File: src/rtl/rs485_tx_pkg.sv
package rs485_tx_pkg;

  localparam int FRAME_LEN  = 15;
  localparam int NUM_FIELDS = 10;
  localparam int BYTE_W     = 8;
  localparam int SUM_W      = 16;
  localparam int IDX_W      = $clog2(FRAME_LEN);

  localparam logic [BYTE_W-1:0] MARK_HEAD = 8'h00;
  localparam logic [BYTE_W-1:0] MARK_MID  = 8'h05;
  localparam logic [BYTE_W-1:0] MARK_TAIL = 8'h03;

  typedef enum logic [1:0] {
    ST_IDLE,
    ST_PRE,
    ST_SEND,
    ST_DRAIN
  } txState_e;

  typedef struct packed {
    logic capture;
    logic idxClr;
    logic idxInc;
  } dpCtl_t;

endpackage

File: src/rtl/rs485_tx_datapath.sv
module rs485_tx_datapath
  import rs485_tx_pkg::*;
(
  input  logic                                clk,
  input  logic                                rstN,
  input  dpCtl_t                              ctl,
  input  logic [NUM_FIELDS-1:0][BYTE_W-1:0]   fieldsIn,
  output logic [BYTE_W-1:0]                   byteOut,
  output logic                                lastByte
);

  logic [NUM_FIELDS-1:0][BYTE_W-1:0] fieldQ;
  logic [SUM_W-1:0]                  sumD;
  logic [SUM_W-1:0]                  sumQ;
  logic [IDX_W-1:0]                  idxQ;

  // Checksum over the live inputs; registered together with the capture.
  always_comb begin
    sumD = SUM_W'(MARK_MID) + SUM_W'(MARK_TAIL);
    for (int i = 0; i < NUM_FIELDS; i++) begin
      sumD = sumD + SUM_W'(fieldsIn[i]);
    end
  end

  always_ff @(posedge clk or negedge rstN) begin
    if (!rstN) begin
      fieldQ <= '0;
      sumQ   <= '0;
    end else if (ctl.capture) begin
      fieldQ <= fieldsIn;
      sumQ   <= sumD;
    end
  end

  always_ff @(posedge clk or negedge rstN) begin
    if (!rstN) begin
      idxQ <= '0;
    end else if (ctl.idxClr) begin
      idxQ <= '0;
    end else if (ctl.idxInc && idxQ != IDX_W'(FRAME_LEN - 1)) begin
      idxQ <= idxQ + 1'b1;
    end
  end

  // Frame layout: head marker, two fields, mid marker, eight fields,
  // tail marker, checksum high, checksum low.
  always_comb begin
    byteOut = '0;
    if (idxQ == IDX_W'(0)) begin
      byteOut = MARK_HEAD;
    end else if (idxQ <= IDX_W'(2)) begin
      byteOut = fieldQ[idxQ - IDX_W'(1)];
    end else if (idxQ == IDX_W'(3)) begin
      byteOut = MARK_MID;
    end else if (idxQ <= IDX_W'(11)) begin
      byteOut = fieldQ[idxQ - IDX_W'(2)];
    end else if (idxQ == IDX_W'(12)) begin
      byteOut = MARK_TAIL;
    end else if (idxQ == IDX_W'(13)) begin
      byteOut = sumQ[SUM_W-1:BYTE_W];
    end else if (idxQ == IDX_W'(14)) begin
      byteOut = sumQ[BYTE_W-1:0];
    end
  end

  assign lastByte = (idxQ == IDX_W'(FRAME_LEN - 1));

  // the index never steps past the last frame position
  a_r1_idx_in_range: assert property (@(posedge clk) disable iff (!rstN)
    idxQ <= IDX_W'(FRAME_LEN - 1));

  // captured payload only changes on a capture strobe
  a_r8_hold_payload: assert property (@(posedge clk) disable iff (!rstN)
    !ctl.capture |=> $stable(fieldQ));

endmodule

File: src/rtl/rs485_tx_ctrl.sv
module rs485_tx_ctrl
  import rs485_tx_pkg::*;
#(
  parameter int PRE_CYCLES = 50000
) (
  input  logic   clk,
  input  logic   rstN,
  input  logic   start,
  input  logic   txReady,
  input  logic   txComplete,
  input  logic   lastByte,
  output dpCtl_t ctl,
  output logic   txValid,
  output logic   txClear,
  output logic   de,
  output logic   busy
);

  localparam int CNT_W = $clog2(PRE_CYCLES + 1);
  localparam logic [CNT_W-1:0] PRE_LAST = CNT_W'(PRE_CYCLES - 1);

  txState_e       stateQ, stateD;
  logic [CNT_W-1:0] cntQ;

  always_comb begin
    stateD = stateQ;
    unique case (stateQ)
      ST_IDLE:  if (start) stateD = ST_PRE;
      ST_PRE:   if (cntQ == PRE_LAST) stateD = ST_SEND;
      ST_SEND:  if (txReady && lastByte) stateD = ST_DRAIN;
      ST_DRAIN: if (txComplete) stateD = ST_IDLE;
      default:  stateD = ST_IDLE;
    endcase
  end

  always_ff @(posedge clk or negedge rstN) begin
    if (!rstN) begin
      stateQ <= ST_IDLE;
    end else begin
      stateQ <= stateD;
    end
  end

  always_ff @(posedge clk or negedge rstN) begin
    if (!rstN) begin
      cntQ <= '0;
    end else if (stateQ != ST_PRE) begin
      cntQ <= '0;
    end else if (cntQ != PRE_LAST) begin
      cntQ <= cntQ + 1'b1;
    end
  end

  assign ctl.capture = (stateQ == ST_IDLE) && start;
  assign ctl.idxClr  = (stateQ == ST_IDLE) && start;
  assign ctl.idxInc  = (stateQ == ST_SEND) && txReady;

  assign txValid = (stateQ == ST_SEND);
  assign txClear = ((stateQ == ST_PRE) && (cntQ == '0)) ||
                   ((stateQ == ST_SEND) && txReady);
  assign de      = (stateQ != ST_IDLE);
  assign busy    = de;

  // no byte is offered unless the driver is on
  a_r4_valid_needs_de: assert property (@(posedge clk) disable iff (!rstN)
    txValid |-> de);

  // the driver drops only after completion was reported
  a_r5_release_after_done: assert property (@(posedge clk) disable iff (!rstN)
    $fell(de) |-> $past(txComplete) && !$past(txValid));

  // a fresh frame clears the completion flag first
  a_r6_clear_on_rise: assert property (@(posedge clk) disable iff (!rstN)
    $rose(de) |-> txClear);

  // a start while busy in the middle of a frame keeps the frame going
  a_r7_start_ignored: assert property (@(posedge clk) disable iff (!rstN)
    busy && start && !txComplete |=> busy);

  // an offered byte stays offered until taken
  a_r9_hold_valid: assert property (@(posedge clk) disable iff (!rstN)
    txValid && !txReady |=> txValid);

  // quiet outputs while in reset
  always_comb begin
    if (!rstN) begin
      a_r10_reset_quiet: assert (!de && !busy && !txValid && !txClear);
    end
  end

endmodule

File: src/rtl/rs485_msg_tx.sv
module rs485_msg_tx
  import rs485_tx_pkg::*;
#(
  parameter int PRE_CYCLES = 50000
) (
  input  logic       clk,
  input  logic       rstN,
  input  logic       start,
  input  logic [7:0] addrA,
  input  logic [7:0] addrB,
  input  logic [7:0] dataType,
  input  logic [7:0] codeA,
  input  logic [7:0] codeB,
  input  logic [7:0] signByte,
  input  logic [7:0] dataB0,
  input  logic [7:0] dataB1,
  input  logic [7:0] dataB2,
  input  logic [7:0] dataB3,
  output logic [7:0] txData,
  output logic       txValid,
  input  logic       txReady,
  input  logic       txComplete,
  output logic       txClear,
  output logic       de,
  output logic       busy
);

  dpCtl_t                            ctl;
  logic                              lastByte;
  logic [NUM_FIELDS-1:0][BYTE_W-1:0] fields;

  assign fields = {dataB3, dataB2, dataB1, dataB0, signByte,
                   codeB, codeA, dataType, addrB, addrA};

  rs485_tx_ctrl #(
    .PRE_CYCLES(PRE_CYCLES)
  ) u_ctrl (
    .clk       (clk),
    .rstN      (rstN),
    .start     (start),
    .txReady   (txReady),
    .txComplete(txComplete),
    .lastByte  (lastByte),
    .ctl       (ctl),
    .txValid   (txValid),
    .txClear   (txClear),
    .de        (de),
    .busy      (busy)
  );

  rs485_tx_datapath u_dp (
    .clk     (clk),
    .rstN    (rstN),
    .ctl     (ctl),
    .fieldsIn(fields),
    .byteOut (txData),
    .lastByte(lastByte)
  );

  // offered data is stable while the UART stalls
  a_r9_data_stable: assert property (@(posedge clk) disable iff (!rstN)
    txValid && !txReady |=> $stable(txData));

endmodule

File: config.mk
export PLATFORM = sky130hd
export DESIGN_NAME = rs485_msg_tx
export DESIGN_NICKNAME = d
export VERILOG_FILES = /design/src/rtl/rs485_tx_pkg.sv /design/src/rtl/rs485_tx_datapath.sv /design/src/rtl/rs485_tx_ctrl.sv /design/src/rtl/rs485_msg_tx.sv
export SDC_FILE = /design/constraint.sdc
export NUM_CORES = 1
export LEC_CHECK = 0
export BUFFER_PORTS_ARGS = -buffer_cell sky130_fd_sc_hd__buf_2
export CAP_MARGIN = 25
export CORE_MARGIN = 2
export CORE_UTILIZATION = 45
export CTS_CLUSTER_SIZE = 24
export DETAILED_ROUTE_END_ITERATION = 10
export PLACE_DENSITY_LB_ADDON = 0.08
export SLEW_MARGIN = 20
export SYNTH_ARGS = -nofsm -noshare
export SYNTH_HDL_FRONTEND = slang
export SYNTH_SLANG_ARGS = --single-unit
File: constraint.sdc
create_clock -name clk -period 4.3 [get_ports clk]
set_input_delay 0.645 -clock clk [delete_from_list [all_inputs] [get_ports clk]]
set_output_delay 0.645 -clock clk [all_outputs]
set_load 0.005 [all_outputs]
## After elaboration in Yosys (flattened, before gate mapping)

Index checks and enable logic that the tools add are counted.

| storage, ports and cells | value |
|---|---|
| bits in registers | 118 |
| latch bits | 0 |
| bits in writable memories | 0 |
| ROM bits | 0 |
| input port bits | 85 |
| output and inout bits | 12 |
| word-level logic and storage cells | 80 |
| memories | 0 |

| operators by class | value |
|---|---|
| $add $sub $neg | 14 |
| multipliers | 0 |
| divide/modulo/power cells | 0 |
| magnitude comparators | 4 |
| equality and inequality tests | 15 |
| shifts and indexed selects | 0 |
| mux-type cells | 20 |
| bitwise gates (word level) | 0 |
| reductions and logical operators | 13 |

Operators by type and width:

| kind | count |
|---|---|
| $add 16x8->16 | 9 |
| $mux 8 | 9 |
| $bmux 8 s4 | 2 |
| $mux 16 | 2 |
| $add 16x1->16 const B | 1 |
| $eq 16x16->1 const B | 1 |
| $logic_not 16->1 | 1 |
| $ne 16x16->1 const B | 1 |
| $eq 4x4->1 const B | 3 |
| $lt 4x5->1 const B | 2 |
| $add 4x8->9 const A | 1 |
| $mux 2 | 4 |
| $mux 4 | 2 |
| $pmux 2 s4 | 1 |
| $ne 2x1->1 const B | 3 |
| $reduce_bool 2->1 | 3 |
| $logic_and 1x1->1 | 5 |
| $add 4x1->4 const B | 1 |
| $eq 2x2->1 const B | 2 |
| $eq 4x2->1 const B | 1 |
| $le 4x2->1 const B | 1 |
| $le 4x4->1 const B | 1 |
| $logic_not 4->1 | 1 |
| $ne 2x2->1 const B | 2 |
| 7 further kinds | 7 |

## Logic depth before layout (Yosys ltp)

Gate-level depths: netlist of the first run.

| depth | value |
|---|---|
| depth in word-level cells | 10 |
| mapped depth | 19 |
| mapped depth without buffers | 18 |

## By module

From an unflattened synthesis of the first run, not the netlist that was laid out.

| second synthesis, totals | value |
|---|---|
| cells, all modules | 715 |
| area, all modules | 8,575.7 um2 |

By module, submodules not included:

| module | instances | cells each | area an instance (um2) | sequential area each (um2) |
|---|---|---|---|---|
| rs485_tx_datapath | 1 | 598 | 7,477.2 | 2,402.3 |
| rs485_tx_ctrl | 1 | 117 | 1,098.6 | 450.4 |

## Worst setup path after synthesis of the first run

Ideal clock, no wire load.

| timing path | value |
|---|---|
| path type | input to register |
| from | in addrA[3] |
| to | reg u_dp.sumQ[10] |
| arrival | 4,970 ps |
| required time | 4,172 ps |
| setup slack | -798 ps |
| stages on the path | 19 |
| buffers on the path | 1 |
| cells stage by stage | ha_1 -> nand3_1 -> xnor2_1 -> fa_1 -> inv_1 -> fa_1 -> fa_1 -> inv_1 -> fa_1 -> inv_1 -> fa_1 -> inv_1 -> ha_1 -> clkbuf_1 -> a21o_1 -> a21oi_1 -> a21boi_0 -> mux2i_1 -> nand3_1 |

| on the way | value |
|---|---|
| word-level cells in the longest chain between the ends | 10 |

RTL lines:

| element | line | source |
|---|---|---|
| start, declared | rs485_msg_tx.sv:9 | `input logic [7:0] addrA,` |
| $add 4x8->9 | rs485_tx_datapath.sv:21 | `sumD = sumD + SUM_W'(fieldsIn[i]);` |
| $add 16x8->16 (9 in series) | rs485_tx_datapath.sv:21 |  |
| end signal, assigned | rs485_tx_datapath.sv:31 | `sumQ <= sumD;` |
| end, declared | rs485_tx_datapath.sv:14 | `logic [SUM_W-1:0] sumQ;` |

Every way passes these cells.
A chain may end at the register's enable or synchronous reset.

## Final worst setup path of the first run

| timing path | value |
|---|---|
| from | in addrA[3] |
| to | reg u_dp.sumQ[9] |

The elaborated chain is that of the path after synthesis.

==> results.md, run 1 <==
* Yosys warns at 0
* # diodes at 0
* Commonest non-fill, non-tap cells in the layout: nand2_1, dfrtp_1, buf_2, inv_1, buf_4
* Met2 Use GR at 38.40%
* Fin. max-slew vios at 0
* Layout area overhead at 23.04%
* Internal reg-to-reg setup slack at 1.99 ns
* Largest buffer count on any clock path at 2
* Antenna violation net count after detailed routing at 0
* Number of hold violations in the final report at 0
* Critical path start-end classification: in2reg
* Share of cell area taken by muxes after synthesis at 12.49%
* Synthesized cell area at 8522 um^2
* Slowest stage cell on the critical path: fa_1
* Share of the clock period used by the worst path after layout at 102.6%
* Layout Skew at 0.004720 ns
* Number of I/O pins at 97
* Cell family with most CP delay: adder cells
* Die extent in y at 141.6 um
* Total Neg Setup Slack at -0.1864 ns
* Pin count of the biggest net entering global routing at 70
* Minimum clock period after layout at 4.412 ns
* Count of vias placed by the detailed router at 6709
* Xor and xnor area share after synthesis at 2.569%
* Post-synthesis simple-gate area fraction at 17.31%
* Headroom to the max-slew limit at 39.41%
* HP Class: in2async
* Core outline area at 18640 um^2
* Combinational family with the most area after synthesis: adder cells
* Number of antenna violations at the first check in global routing at 0
* Die area at 20050 um^2
* Highest-utilization routing layer at the global route stage: met2
* Unique cell type count in the Yosys netlist at 59
* DRC violation count after routing at 0
* Post-layout net count at 1213
* Summed area of non-filler cells in the final layout at 10490 um^2
* Longest individual stage delay on the worst path at 0.55 ns
* Violated checks: setup timing
* Pre-CTS setup slack at -0.6952 ns
* Synthesized area divided by synthesized cell count at 9.662 um^2
* Sequential share of the synthesized area at 33.48%
* Post-place instance area at 9836 um^2
* Detailed-routing iteration count for the pre-antenna-repair pass at 5
* First-pass GRT wire length at 36760 um
* Via count normalized by instance count at 5.254
* Post-synthesis register bit count at 114
* Final weighted congestion of routability-driven global placement at 0.8236
* Final instance count without filler cells at 1277
* Proportion of layout cells with a drive suffix above 1 at 27.42%
* Adder-cell area share of the yosys netlist at 19.62%
* Total global-route track usage at 23.93%
* Number of global-route vias before repair at 6849
* Post-placement cell count at 1245
* Violation count after the first detailed-routing iteration at 365
* TritonCTS clock tree: done
* Actual slew at the worst max-slew pin at 0.9089 ns
* TritonCTS Buffers at 17
* Leakage power at 5.161 nW
* Crit path capture type: flop
* Element type at the critical path start: input port
* Port-buffer cells at 96
* Highest ir drop seen on vdd at 0.0005006 V
* Number of flops mapped to enable cells by yosys at 0
* Root Buffer: clkbuf_16
* Starting density of the core at 45.71%
* Max-cap violation count at 0
* Met1 global-route usage at 32.90%
* Clock sink count at 114
* Share of the synthesized area in compound gates (AO/OA/AOI/OAI) at 8.413%
* Post-synthesis async set-or-reset flop share at 100.0%
* Cell-by-cell listing of the critical path: buf_8, buf_6, inv_4, fa_1, fa_1, fa_1, fa_1, inv_1, fa_1, inv_2, ha_4, nor2b_4, o31a_1, o211a_1, or3_1, nand3_1
* Most frequent standard cell in the layout excluding fill and tap cells: nand2_1
* Power density over cell area at 548.2 nW/um^2
* Site Rows at 50
* Clock input transition at the sequential cells of the worst setup and hold paths at 0.05 ns
* Fin worst setup slack at -0.1122 ns
* Maximum fanout count along the critical path at 3
* Die Width at 141.6 um
* Routed WL at 22160 um
* Met3 demand-to-capacity share in global routing at 5.636%
* Arrival @ worst endpoint at 4.77 ns
* Gr ovfl total at 0
* Fill cell total of the finished layout at 1711
* Most frequent cell on the critical path: fa_1
* Synth Flop Type: dfrtp_1
* Unrepaired setup endpoints after global routing: yes
* Number of buffers added to fix hold violations after cts at 0
* Clk_lat worst skew at 0.42 ns
* Final Core Density at 56.24%
* Run status: finished with violations
* Average wire per cell in the routed design at 17.35 um
* Critical path required time at 4.66 ns
* Final setup violation count at 3
* Number of nets produced by synthesis at 1064
* Synthesized netlist cell count at 882
* Achievable clock frequency at 226.6 MHz
* Number of buffers and inverters on the critical path at 5
* H-tree depth at 4
* DP Wirelength at 16460 um
power by group:
part	internal, W	switching (W)
Sequential	0.00107	0
Clock	0.000831	0.000499
Combinational	0.00174	0.00160
cells in the mapped netlist (all sizes together), types with 2 or more instances:
| library cell | number | share of area (%) |
|---|---|---|
| nor2 | 18 | 0.79 |
| o2111ai | 4 | 0.41 |
| ha | 36 | 5.3 |
| clkbuf | 20 | 0.88 |
| a31oi | 6 | 0.44 |
| nor3b | 5 | 0.44 |
| a221oi | 2 | 0.21 |
| nand4 | 3 | 0.22 |
| mux4 | 32 | 8.5 |
| o21bai | 3 | 0.26 |
| nor4b | 3 | 0.31 |
| or3 | 2 | 0.15 |
| and4 | 3 | 0.32 |
| o21ai | 39 | 2.3 |
| a21oi | 12 | 0.70 |
| o221a | 3 | 0.40 |
| xnor2 | 13 | 1.3 |
| a211oi | 7 | 0.62 |
| nor2b | 5 | 0.37 |
| nand2 | 242 | 11 |
| a21boi | 4 | 0.35 |
| xor2 | 12 | 1.2 |
| o221ai | 4 | 0.41 |
| nand3 | 16 | 0.94 |
| a22oi | 2 | 0.18 |
| mux2i | 25 | 2.9 |
| nor4 | 4 | 0.37 |
| nor3 | 8 | 0.47 |
| a21o | 5 | 0.44 |
| dfrtp | 114 | 33 |
| inv | 92 | 4.1 |
| and3 | 10 | 0.73 |
| and2 | 15 | 1.1 |
| fa | 61 | 14 |
| buf | 23 | 1.2 |
| o21a | 4 | 0.35 |
| mux2 | 8 | 1.1 |
state kept, by name (all words and copies together), names as in the netlist:
name	count
u_ctrl.cntQ	16
u_dp.idxQ	4
u_dp.sumQ	12
u_dp.fieldQ	80
u_ctrl.stateQ	2
area by class of cell:
cell class	instances	area [um^2]	area share (%)
clock buffers	25	485.5	4.630
clock inverters	6	55.05	0.5251
inverters	92	357.8	3.413
multi-input cells	633	5331	50.85
flip-flops and latches	114	2854	27.22
well taps	234	292.8	2.792
repair buffers	173	1109	10.57
path summary, 6_finish.rpt:
kind	cells after the start	startpoint	endpoint
worst min register to register	1	u_dp.sumQ[5]	u_dp.sumQ[5]
worst max register to register	5	u_ctrl.cntQ[11]	u_ctrl.stateQ[1]
worst min-delay path	1	rstN	u_dp.fieldQ[25]
max in group asynchronous	2	rstN	u_dp.fieldQ[21]
min in group clk	3	dataB0[2]	u_dp.fieldQ[50]
worst max-delay path	16	addrA[3]	u_dp.sumQ[9]
cell families (layout without fill, tap and decap cells):
kind of cell	after synthesis	count (layout)
AOI/OAI and AO/OA	108	108
xor gates and xnor gates	25	25
adders and majority gates	97	97
buffers and inverters	135	296
DFF	114	114
muxes	65	65
and+or+nand+nor	338	338
through the flow:
stage / hold slack [ns] / total power [W]
floorplan: 0.3494 / 0.003207
global placement: 0.4649 / 0.004101
detailed placement: 0.4726 / 0.004096
CTS: 0.2508 / 0.005653
global route: 0.2718 / 0.006249
finish: 0.2289 / 0.005748
timing repair:
item                       4_1_cts  5_1_grt
pin swaps                       24        8
setup endpoints to repair        6        7
setup buffers                    0        1
gates resized for setup         16       14
layer usage:
metal / vias to the layer above / routed length (um)
li1: 3248 / -
met1: 3269 / 10080
met2: 167 / 10560
met3: 25 / 1195
met4: 0 / 328
met5: - / 0
Note: power is estimated with default switching activity, not from simulation.
==> run 2, diff against run 1 <==
Settings changed: PLACE_DENSITY set to 0.67, PLACE_DENSITY_LB_ADDON 0.08 to unset.
==> results.md, run 2 (synthesized netlist as in run 1, its figures left out) <==
* Run status: finished with violations (unchanged)
* Violated checks: setup timing (unchanged)
* TritonCTS clock tree: done (unchanged)
* Number of hold violations in the final report at 0 (unchanged)
* Biggest register: u_dp.fieldQ (unchanged)
* Number of I/O pins at 97 (unchanged)
* DP Wirelength at 15940 um (was 16460 um)
* Headroom to the max-slew limit at 41.79% (was 39.41%)
* Highest ir drop seen on vdd at 0.0005182 V (was 0.0005006 V)
* Number of buffers added to fix hold violations after cts at 0 (unchanged)
* Element type at the critical path start: input port (unchanged)
* Leading registers by flop count: u_dp.fieldQ x80, u_ctrl.cntQ x16, u_dp.sumQ x12 (unchanged)
* Starting density of the core at 45.71% (unchanged)
* HP Class: in2async (unchanged)
* Number of global-route vias before repair at 7118 (was 6849)
* Maximum fanout count along the critical path at 3 (unchanged)
* Fin. max-slew vios at 0 (unchanged)
* Final setup violation count at 3 (unchanged)
* Total global-route track usage at 23.79% (was 23.93%)
* Clk_lat worst skew at 0.42 ns (about the same)
* Final Core Density at 56.35% (was 56.24%)
* Site Rows at 50 (unchanged)
* Critical path start-end classification: in2reg (unchanged)
* Cell family with most CP delay: adder cells (unchanged)
* Crit path capture type: flop (unchanged)
* Met1 global-route usage at 32.90% (about the same)
* TritonCTS Buffers at 17 (unchanged)
* Max-cap violation count at 0 (unchanged)
* Violation count after the first detailed-routing iteration at 562 (was 365)
* Final weighted congestion of routability-driven global placement at 0.8738 (was 0.8236)
* Root Buffer: clkbuf_16 (unchanged)
* Minimum clock period after layout at 4.365 ns (was 4.412 ns)
* Most frequent standard cell in the layout excluding fill and tap cells: nand2_1 (unchanged)
* Fin worst setup slack at -0.06453 ns (was -0.1122 ns)
* Pin count of the biggest net entering global routing at 80 (was 70)
* Most frequent cell on the critical path: fa_1 (unchanged)
* Post-place instance area at 9858 um^2 (was 9836 um^2)
* Port-buffer cells at 96 (unchanged)
* Actual slew at the worst max-slew pin at 0.8731 ns (was 0.9089 ns)
* Highest-utilization routing layer at the global route stage: met2 (unchanged)
* Proportion of layout cells with a drive suffix above 1 at 27.68% (was 27.42%)
* Clock sink count at 114 (unchanged)
* Number of antenna violations at the first check in global routing at 0 (unchanged)
* Met2 Use GR at 37.81% (was 38.40%)
* Via count normalized by instance count at 5.377 (was 5.254)
* H-tree depth at 4 (unchanged)
* Achievable clock frequency at 229.1 MHz (was 226.6 MHz)
* Die area at 20050 um^2 (unchanged)
* Longest individual stage delay on the worst path at 0.58 ns (was 0.55 ns)
* Layout area overhead at 23.27% (was 23.04%)
* DRC violation count after routing at 0 (unchanged)
* Largest buffer count on any clock path at 2 (unchanged)
* Cell-by-cell listing of the critical path: buf_8, ha_4, xor2_2, fa_1, fa_1, fa_2, fa_1, fa_1, ha_4, o21a_1, o31a_1, o211a_1, or3_1, nand3_1 (was buf_8, buf_6, inv_4, fa_1, fa_1, fa_1, fa_1, inv_1, fa_1, inv_2, ha_4, nor2b_4, o31a_1, o211a_1, or3_1, nand3_1)
* Critical path required time at 4.66 ns (about the same)
* Layout Skew at 0.005743 ns (was 0.004720 ns)
* Clock input transition at the sequential cells of the worst setup and hold paths at 0.05 ns (about the same)
* Antenna violation net count after detailed routing at 0 (unchanged)
* Flip-flop count of the largest register after layout at 80 (unchanged)
* Die Width at 141.6 um (unchanged)
* Post-layout net count at 1216 (was 1213)
* First-pass GRT wire length at 36860 um (was 36760 um)
* Routed WL at 21870 um (was 22160 um)
* Core outline area at 18640 um^2 (unchanged)
* Number of buffers and inverters on the critical path at 1 (was 5)
* Met3 demand-to-capacity share in global routing at 5.164% (was 5.636%)
* Summed area of non-filler cells in the final layout at 10510 um^2 (was 10490 um^2)
* Total Neg Setup Slack at -0.1056 ns (was -0.1864 ns)
* Detailed-routing iteration count for the pre-antenna-repair pass at 7 (was 5)
* Commonest non-fill, non-tap cells in the layout: nand2_1, dfrtp_1, buf_2, buf_4, inv_1 (was nand2_1, dfrtp_1, buf_2, inv_1, buf_4)
* Arrival @ worst endpoint at 4.72 ns (was 4.77 ns)
* # diodes at 0 (unchanged)
* Power density over cell area at 545.4 nW/um^2 (was 548.2 nW/um^2)
* Unrepaired setup endpoints after global routing: yes (unchanged)
* Count of vias placed by the detailed router at 6872 (was 6709)
* Average wire per cell in the routed design at 17.11 um (was 17.35 um)
* Slowest stage cell on the critical path: fa_1 (unchanged)
* Leakage power at 5.164 nW (was 5.161 nW)
* Die extent in y at 141.6 um (unchanged)
* Gr ovfl total at 0 (unchanged)
* Share of the clock period used by the worst path after layout at 101.5% (was 102.6%)
## run 2: changes by cell type in the layout (fill, tap and decap cells not counted), sizes merged
| cell | delta |
|---|---|
| buf | +3 |
| clkbuf | -3 |
| clkinvlp | +1 |
## run 2: power breakdown
| part | switching, W | leakage (nW) | internal [W] | total (W) |
|---|---|---|---|---|
| clock | 0.000497 | 0.255 | 0.000792 | 0.00129 |
| combinational | 0.00159 | 3.34 | 0.00177 | 0.00337 |
| sequential | 0 | 1.57 | 0.00107 | 0.00107 |
## run 2: worst paths after layout
kind,start,endpoint,slack (ns),cells past startpoint
min in group clk,dataB0[1],u_dp.fieldQ[49],0.45,3
min reg2reg,u_dp.sumQ[3],u_dp.sumQ[3],0.48,2
min,rstN,u_dp.fieldQ[61],0.32,1
max in group asynchronous,rstN,u_dp.fieldQ[24],3.20,2
max,addrA[3],u_dp.sumQ[9],-0.06,14
max reg2reg,u_ctrl.cntQ[11],u_ctrl.stateQ[1],1.96,5
## run 2: stage by stage
stage / setup slack (ns) / hold slack [ns] / power (W) / std cells
after global routing: -0.2155 / 0.3733 / 0.006255 / 1278
after CTS: -0.08239 / 0.3513 / 0.005723 / 1278
after detailed placement: -0.6767 / 0.4730 / 0.004156 / 1248
final: -0.06453 / 0.3192 / 0.005730 / 1278
after floorplan: -0.4394 / 0.3494 / 0.003207 / 882
after global placement: -0.5947 / 0.4632 / 0.004095 / 1248
## run 2: area by class of cell
cell class | instances | area [um^2]
inverters | 92 | 355.3
clock inverters | 7 | 62.56
multi-input cells | 633 | 5338
well taps | 234 | 292.8
clock buffers | 22 | 454.2
repair buffers | 176 | 1149
flip-flops and latches | 114 | 2854
fillers | 1631 | 8138
## run 2: timing repair
action | in CTS | in global routing
setup buffers | 1 | 0
gates resized for setup | 25 | 8
pin swaps | 32 | 7
setup endpoints to repair | 6 | 6
## run 2: routing by layer
layer	vias up	share of wire (%)
met3	28	6.2
met2	220	47
met4	0	2.0
li1	3247	-
met5	-	0
met1	3377	45
